## config.mk

```make
export PLATFORM = sky130hd
export DESIGN_NAME = codec_sport
export DESIGN_NICKNAME = d
export VERILOG_FILES = /design/src/rtl/csp_pkg.sv /design/src/rtl/csp_frame_track.sv /design/src/rtl/csp_tx_lane.sv /design/src/rtl/csp_rx_lane.sv /design/src/rtl/codec_sport.sv
export SDC_FILE = /design/constraint.sdc
export NUM_CORES = 1
export LEC_CHECK = 0
export BUFFER_PORTS_ARGS = -buffer_cell sky130_fd_sc_hd__buf_2
export CAP_MARGIN = 30
export CORE_ASPECT_RATIO = 1.1
export CORE_MARGIN = 5
export CORE_UTILIZATION = 35
export CTS_CLUSTER_DIAMETER = 30
export DETAILED_ROUTE_END_ITERATION = 8
export PLACE_DENSITY = 0.58
export SLEW_MARGIN = 20
export SYNTH_ARGS = -nofsm -noshare
export SYNTH_HDL_FRONTEND = slang
export SYNTH_SLANG_ARGS = --single-unit
```

## constraint.sdc

```tcl
create_clock -name clk -period 4.8 [get_ports clk]
set_input_delay 0.72 -clock clk [delete_from_list [all_inputs] [get_ports clk]]
set_output_delay 0.72 -clock clk [all_outputs]
set_load 0.005 [all_outputs]
```

## src/rtl/csp_pkg.sv

```systemverilog
package csp_pkg;
  typedef enum logic [1:0] {
    SLOT_NONE = 2'd0,
    SLOT_AUD  = 2'd1,
    SLOT_CTL  = 2'd2
  } slot_e;
endpackage

```

## src/rtl/csp_frame_track.sv

```systemverilog
module csp_frame_track
  import csp_pkg::*;
#(
  parameter int FRAME_LEN = 28
) (
  input  logic  clk,
  input  logic  rst_n,
  input  logic  sck_i,
  input  logic  fs_i,
  output logic  rise_o,
  output logic  fall_o,
  output slot_e sync_o,
  output logic  err_o
);
  localparam int HALF = FRAME_LEN / 2;
  localparam int PH_W = $clog2(FRAME_LEN);

  logic            sck_q;
  logic [PH_W-1:0] ph_q, ph_n;
  logic            locked_q, locked_n;
  logic            err_q, err_n;

  assign rise_o = sck_i & ~sck_q;
  assign fall_o = ~sck_i & sck_q;

  always_comb begin
    sync_o   = SLOT_NONE;
    ph_n     = ph_q;
    locked_n = locked_q;
    err_n    = err_q;
    if (rise_o) begin
      ph_n = (ph_q == PH_W'(FRAME_LEN - 1)) ? '0 : ph_q + 1'b1;
      if (fs_i) begin
        if (!locked_q || ph_q == PH_W'(FRAME_LEN - 1)) begin
          sync_o   = SLOT_AUD;
          ph_n     = '0;
          locked_n = 1'b1;
        end else if (ph_q == PH_W'(HALF - 1)) begin
          sync_o = SLOT_CTL;
        end else begin
          err_n = 1'b1;
        end
      end
    end
  end

  always_ff @(posedge clk or negedge rst_n) begin
    if (!rst_n) begin
      sck_q    <= 1'b0;
      ph_q     <= '0;
      locked_q <= 1'b0;
      err_q    <= 1'b0;
    end else begin
      sck_q    <= sck_i;
      ph_q     <= ph_n;
      locked_q <= locked_n;
      err_q    <= err_n;
    end
  end

  assign err_o = err_q;
endmodule

```

## src/rtl/csp_tx_lane.sv

```systemverilog
module csp_tx_lane
  import csp_pkg::*;
#(
  parameter int WORD_W = 12
) (
  input  logic              clk,
  input  logic              rst_n,
  input  logic              fall_i,
  input  slot_e             sync_i,
  input  logic              aud_valid_i,
  output logic              aud_ready_o,
  input  logic [WORD_W-1:0] aud_data_i,
  input  logic              ctl_valid_i,
  output logic              ctl_ready_o,
  input  logic [WORD_W-1:0] ctl_data_i,
  output logic              txd_o
);
  localparam int CNT_W = $clog2(WORD_W);

  logic              aud_full_q, aud_full_n;
  logic [WORD_W-1:0] aud_reg_q, aud_reg_n;
  logic              ctl_pend_q, ctl_pend_n;
  logic [WORD_W-1:0] ctl_reg_q, ctl_reg_n;
  slot_e             start_q, start_n;
  logic              act_q, act_n;
  logic              from_reg_q, from_reg_n;
  logic [CNT_W-1:0]  cnt_q, cnt_n;
  logic [WORD_W-1:0] sr_q, sr_n;

  always_comb begin
    aud_full_n = aud_full_q;
    aud_reg_n  = aud_reg_q;
    ctl_pend_n = ctl_pend_q;
    ctl_reg_n  = ctl_reg_q;
    start_n    = start_q;
    act_n      = act_q;
    from_reg_n = from_reg_q;
    cnt_n      = cnt_q;
    sr_n       = sr_q;
    if (sync_i != SLOT_NONE) start_n = sync_i;
    if (fall_i) begin
      if (act_q) begin
        if (cnt_q == CNT_W'(WORD_W - 1)) begin
          act_n      = 1'b0;
          from_reg_n = 1'b0;
          if (from_reg_q) ctl_pend_n = 1'b0;
        end else begin
          sr_n  = sr_q << 1;
          cnt_n = cnt_q + 1'b1;
        end
      end
      if (start_q == SLOT_AUD) begin
        sr_n       = aud_full_q ? aud_reg_q : '0;
        sr_n[0]    = ctl_pend_q;
        aud_full_n = 1'b0;
        act_n      = 1'b1;
        from_reg_n = 1'b0;
        cnt_n      = '0;
        start_n    = SLOT_NONE;
      end else if (start_q == SLOT_CTL) begin
        sr_n       = ctl_pend_q ? ctl_reg_q : '0;
        from_reg_n = ctl_pend_q;
        act_n      = 1'b1;
        cnt_n      = '0;
        start_n    = SLOT_NONE;
      end
    end
    if (aud_valid_i && !aud_full_q) begin
      aud_reg_n  = aud_data_i;
      aud_full_n = 1'b1;
    end
    if (ctl_valid_i && !ctl_pend_q) begin
      ctl_reg_n  = ctl_data_i;
      ctl_pend_n = 1'b1;
    end
  end

  always_ff @(posedge clk or negedge rst_n) begin
    if (!rst_n) begin
      aud_full_q <= 1'b0;
      aud_reg_q  <= '0;
      ctl_pend_q <= 1'b0;
      ctl_reg_q  <= '0;
      start_q    <= SLOT_NONE;
      act_q      <= 1'b0;
      from_reg_q <= 1'b0;
      cnt_q      <= '0;
      sr_q       <= '0;
    end else begin
      aud_full_q <= aud_full_n;
      aud_reg_q  <= aud_reg_n;
      ctl_pend_q <= ctl_pend_n;
      ctl_reg_q  <= ctl_reg_n;
      start_q    <= start_n;
      act_q      <= act_n;
      from_reg_q <= from_reg_n;
      cnt_q      <= cnt_n;
      sr_q       <= sr_n;
    end
  end

  assign aud_ready_o = ~aud_full_q;
  assign ctl_ready_o = ~ctl_pend_q;
  assign txd_o       = act_q & sr_q[WORD_W-1];
endmodule

```

## src/rtl/csp_rx_lane.sv

```systemverilog
module csp_rx_lane
  import csp_pkg::*;
#(
  parameter int WORD_W = 12
) (
  input  logic              clk,
  input  logic              rst_n,
  input  logic              rise_i,
  input  slot_e             sync_i,
  input  logic              rxd_i,
  output logic              aud_valid_o,
  input  logic              aud_ready_i,
  output logic [WORD_W-1:0] aud_data_o,
  output logic              ctl_valid_o,
  input  logic              ctl_ready_i,
  output logic [WORD_W-1:0] ctl_data_o
);
  localparam int CNT_W = $clog2(WORD_W);

  logic              act_q, act_n;
  slot_e             kind_q, kind_n;
  logic [CNT_W-1:0]  cnt_q, cnt_n;
  logic [WORD_W-1:0] sr_q, sr_n;
  logic              av_q, av_n, cv_q, cv_n;
  logic [WORD_W-1:0] ad_q, ad_n, cd_q, cd_n;
  logic [WORD_W-1:0] word;

  assign word = {sr_q[WORD_W-2:0], rxd_i};

  always_comb begin
    act_n  = act_q;
    kind_n = kind_q;
    cnt_n  = cnt_q;
    sr_n   = sr_q;
    av_n   = av_q;
    ad_n   = ad_q;
    cv_n   = cv_q;
    cd_n   = cd_q;
    if (aud_ready_i) av_n = 1'b0;
    if (ctl_ready_i) cv_n = 1'b0;
    if (rise_i) begin
      if (act_q) begin
        if (cnt_q == CNT_W'(WORD_W - 1)) begin
          act_n = 1'b0;
          if (kind_q == SLOT_CTL) begin
            cd_n = word;
            cv_n = 1'b1;
          end else begin
            ad_n = word;
            av_n = 1'b1;
          end
        end else begin
          sr_n  = word;
          cnt_n = cnt_q + 1'b1;
        end
      end
      if (sync_i != SLOT_NONE) begin
        act_n  = 1'b1;
        kind_n = sync_i;
        cnt_n  = '0;
      end
    end
  end

  always_ff @(posedge clk or negedge rst_n) begin
    if (!rst_n) begin
      act_q  <= 1'b0;
      kind_q <= SLOT_NONE;
      cnt_q  <= '0;
      sr_q   <= '0;
      av_q   <= 1'b0;
      ad_q   <= '0;
      cv_q   <= 1'b0;
      cd_q   <= '0;
    end else begin
      act_q  <= act_n;
      kind_q <= kind_n;
      cnt_q  <= cnt_n;
      sr_q   <= sr_n;
      av_q   <= av_n;
      ad_q   <= ad_n;
      cv_q   <= cv_n;
      cd_q   <= cd_n;
    end
  end

  assign aud_valid_o = av_q;
  assign aud_data_o  = ad_q;
  assign ctl_valid_o = cv_q;
  assign ctl_data_o  = cd_q;
endmodule

```

## src/rtl/codec_sport.sv

```systemverilog
module codec_sport
  import csp_pkg::*;
#(
  parameter int WORD_W    = 12,
  parameter int FRAME_LEN = 28
) (
  input  logic              clk,
  input  logic              rst_n,
  input  logic              sck_i,
  input  logic              fs_i,
  input  logic              rxd_i,
  output logic              txd_o,
  input  logic              tx_aud_valid_i,
  output logic              tx_aud_ready_o,
  input  logic [WORD_W-1:0] tx_aud_data_i,
  output logic              rx_aud_valid_o,
  input  logic              rx_aud_ready_i,
  output logic [WORD_W-1:0] rx_aud_data_o,
  input  logic              tx_ctl_valid_i,
  output logic              tx_ctl_ready_o,
  input  logic [WORD_W-1:0] tx_ctl_data_i,
  output logic              rx_ctl_valid_o,
  input  logic              rx_ctl_ready_i,
  output logic [WORD_W-1:0] rx_ctl_data_o,
  output logic              sync_err_o
);
  logic [1:0] rst_sync_q;
  logic       rst_core_n;
  logic       rise, fall;
  slot_e      sync;

  always_ff @(posedge clk or negedge rst_n) begin
    if (!rst_n) rst_sync_q <= 2'b00;
    else        rst_sync_q <= {rst_sync_q[0], 1'b1};
  end
  assign rst_core_n = rst_sync_q[1];

  csp_frame_track #(.FRAME_LEN(FRAME_LEN)) u_track (
    .clk(clk), .rst_n(rst_core_n), .sck_i(sck_i), .fs_i(fs_i),
    .rise_o(rise), .fall_o(fall), .sync_o(sync), .err_o(sync_err_o)
  );

  csp_tx_lane #(.WORD_W(WORD_W)) u_tx (
    .clk(clk), .rst_n(rst_core_n), .fall_i(fall), .sync_i(sync),
    .aud_valid_i(tx_aud_valid_i), .aud_ready_o(tx_aud_ready_o), .aud_data_i(tx_aud_data_i),
    .ctl_valid_i(tx_ctl_valid_i), .ctl_ready_o(tx_ctl_ready_o), .ctl_data_i(tx_ctl_data_i),
    .txd_o(txd_o)
  );

  csp_rx_lane #(.WORD_W(WORD_W)) u_rx (
    .clk(clk), .rst_n(rst_core_n), .rise_i(rise), .sync_i(sync), .rxd_i(rxd_i),
    .aud_valid_o(rx_aud_valid_o), .aud_ready_i(rx_aud_ready_i), .aud_data_o(rx_aud_data_o),
    .ctl_valid_o(rx_ctl_valid_o), .ctl_ready_i(rx_ctl_ready_i), .ctl_data_o(rx_ctl_data_o)
  );
endmodule

```

==> out/metrics.yaml <==
status: "complete, no violations"
nets: 425
place_hpwl_um: 5970
cts.clk_slew.worst_paths_ps: 70
grt_pass1_wl_um: 14800
cts_setup_buffers: 0
die_h_um: 127
cp-startpoint: "u_tx.start_q[0]"
nFillCells: 1185
fin_cells: 545
grt_usage: 0.126
avgSynthCellArea_um2: 13.2
slew_viol_final: 0
critPathTopFamily: "simple AND/OR/NAND/NOR gates"
cts.sinks: 99
drt-vias-per-instance: 5.26
r2r_slack_ps: 2470
syn_to_final_growth_pct: 17.1
layout_min_cycle_time_ps: 2330
cts_buffer_depth: 2
worst_slew_pin_slew_ps: 859
finalClockSkew_ps: 5.78
path_cells: "inv_1, ha_1, nand2b_1, and3_1, mux2_1"
place_area_um2: 4750
holdCritPathClass: "primary input to async pin"
drive_above_1_share: 0.363
synth_seq_cells: 99
dieArea_um2: 14700
core-area_um2: 12100
multiInputGateArea_um2: 1690
synthArstFlopShare: 1.00
finalSetupTns_ps: 0
synth.cell_area_um2: 4320
first_pass_iters: 5
cts_tree: "yes"
num_rows: 42
grt_start_max_net_pins: 61
design_area_um2: 5060
relSlewSlack: 0.425
finalSetupViolations: 0
worst_setup_path_end_kind: "flop"
dp.cells: 529
wl_per_cell_um: 16.0
ios: 63
gp_congestion: 0.737
worstPathArrival_ps: 2550
rsz0062_at_grt: "no"
hold_viol: 0
fin_crit_sh: 0.485
crit_path_top_delay_cell: "and3_1"
root_buffer: "clkbuf_16"
p_total_mw: 2.71
cts_max_level: 3
peakVddDrop_uv: 260
leakage_nw: 2.37
antenna_found_initial: 0
r2r-start: "u_tx.start_q[0]"
required_ps: 5020
ys_types: 46
diodes: 0
grt_pass1_vias: 3042
critPathMaxFanout: 15
reg2reg_depth: 5
drc_errors: 0
p_per_area_nw_per_um2: 536
critPathMaxStageDelay_ps: 660
syn_nets: 365
cts_repair_resize_count: 0
seqCellArea_um2: 2480
ys.flop_type: "dfrtp_1"
portBuffers: 61
start_util: 0.357
synth_edf_count: 0
dieWidth_um: 116
cts_buffers: 9
r2r_end: "u_tx.sr_q[0]"
ant_nets: 0
max_freq_ghz: 0.429
start_kind: "flop"
ys_seq_area_frac: 0.574
max_cap_viol_count: 0
wl_um: 8700
drt_iter0_drc: 106
via_count: 2867
path_buf_inv: 1
path_class: "flop to flop"
synth_cells: 326
yosys_warnings: 0
clk_latency_ps: 340
hold_buffers: 0
overflow: 0
[cell families (layout without fill, tap and decap cells)]
logic type	after synthesis	after routing	share of synthesized area
adders and majority gates	6	6	0.0174
DFF	99	99	0.574
other	1	1	0.000868
AOI/OAI and AO/OA	67	67	0.104
buffers and inverters	30	95	0.0362
muxes	63	63	0.179
and+or+nand+nor	60	60	0.0889
[how the worst max path moves through the flow]
| stage | to | depth (start not counted) |
|---|---|---|
| final | u_tx.sr_q[0] | 5 |
| after global routing | u_tx.sr_q[0] | 5 |
| after CTS | u_tx.sr_q[0] | 5 |
| after detailed placement | u_rx.aud_data_o[11] | 4 |
| after global placement | u_rx.ctl_data_o[0] | 4 |
| after floorplan | u_rx.act_q | 0 |
[report_power, final]
group / switching, mW / total (mW) / internal (mW)
combinational: 0.302 / 0.660 / 0.358
clock: 0.321 / 0.731 / 0.411
sequential: 0.213 / 1.32 / 1.11
[worst register-to-register path, cell delays in order, from the launching register on]
cell	delay [ps]
dfrtp_1	370
inv_1	50
ha_1	320
nand2b_1	420
and3_1	670
mux2_1	380
[synthesized netlist by cell type (2+ instances only)]
| cell | instances | area [um^2] |
|---|---|---|
| a21o_1 | 6 | 45.0 |
| a21oi_1 | 16 | 80.1 |
| a222oi_1 | 10 | 100 |
| a31oi_1 | 15 | 93.8 |
| and2_1 | 2 | 12.5 |
| and3_1 | 2 | 12.5 |
| and3b_1 | 4 | 35.0 |
| buf_2 | 10 | 50.1 |
| buf_6 | 2 | 22.5 |
| clkbuf_1 | 4 | 15.0 |
| dfrtp_1 | 99 | 2480 |
| ha_1 | 6 | 75.1 |
| inv_1 | 13 | 48.8 |
| mux2_1 | 3 | 33.8 |
| mux2_2 | 39 | 439 |
| mux2_4 | 18 | 270 |
| mux2i_1 | 3 | 30.0 |
| nand2_1 | 8 | 30.0 |
| nand2b_1 | 7 | 43.8 |
| nand3_1 | 8 | 40.0 |
| nand3b_1 | 2 | 15.0 |
| nand4_1 | 2 | 12.5 |
| nand4b_1 | 4 | 35.0 |
| nor2_1 | 4 | 15.0 |
| nor2b_1 | 5 | 31.3 |
| o21ai_0 | 9 | 45.0 |
| o21ai_1 | 2 | 10.0 |
| o2bb2ai_1 | 2 | 17.5 |
| or3_1 | 2 | 12.5 |
| or4_1 | 3 | 22.5 |
[through the flow]
step                      utilization  hold slack (ps)  setup slack [ps]
final                           0.418              155              2470
after floorplan                     -              331              1840
after detailed placement        0.393              340              2380
after global routing            0.418              145              2290
after CTS                       0.418              139              2460
after global placement          0.392              338              2420
[final cells by class]
| class | count | share of cell area |
|---|---|---|
| tap | 154 | 0.0381 |
| clock buffer | 10 | 0.0453 |
| multi-input combinational | 197 | 0.333 |
| timing repair buffer | 66 | 0.0685 |
| clock inverter | 6 | 0.0146 |
| sequential | 99 | 0.491 |
| inverter | 13 | 0.00965 |
[metal layers]
metal,GRT usage,part of all wire,vias to the layer above
li1,-,-,1323
met1,0.153,0.43,1457
met2,0.214,0.51,74
met3,0.0267,0.048,13
met4,0.0546,0.014,0
met5,0,0,-
[sequential cells by signal, indices dropped and copies added, names as in the netlist, 2 cells and up]
name             cells
rst_sync_q           2
u_rx.aud_data_o     12
u_rx.cnt_q           4
u_rx.ctl_data_o     12
u_rx.kind_q          2
u_rx.sr_q           11
u_track.ph_q         5
u_tx.aud_reg_q      11
u_tx.cnt_q           4
u_tx.ctl_reg_q      12
u_tx.sr_q           12
u_tx.start_q         2
[placed cells by master, fill, tap and decap left out, types with 2 or more instances in the layout]
cell type	synthesis	routed
mux2_4	18	18
a222oi_1	10	10
clkbuf_16	0	9
nand3b_1	2	2
nor2b_1	5	5
or4_1	3	3
and3b_1	4	4
or3_1	2	2
mux2_2	39	39
ha_1	6	6
o21ai_0	9	9
o2bb2ai_1	2	2
a21oi_1	16	16
o21ai_1	2	2
a31oi_1	15	15
and2_1	2	2
nand4_1	2	2
inv_1	13	13
mux2_1	3	3
buf_2	10	61
buf_4	0	4
nand4b_1	4	4
and3_1	2	2
a21o_1	6	6
nor2_1	4	4
clkinvlp_4	0	2
nand2b_1	7	7
mux2i_1	3	3
nand2_1	8	8
nand3_1	8	8
dfrtp_1	99	98
Power figures use the tool's default switching activity.
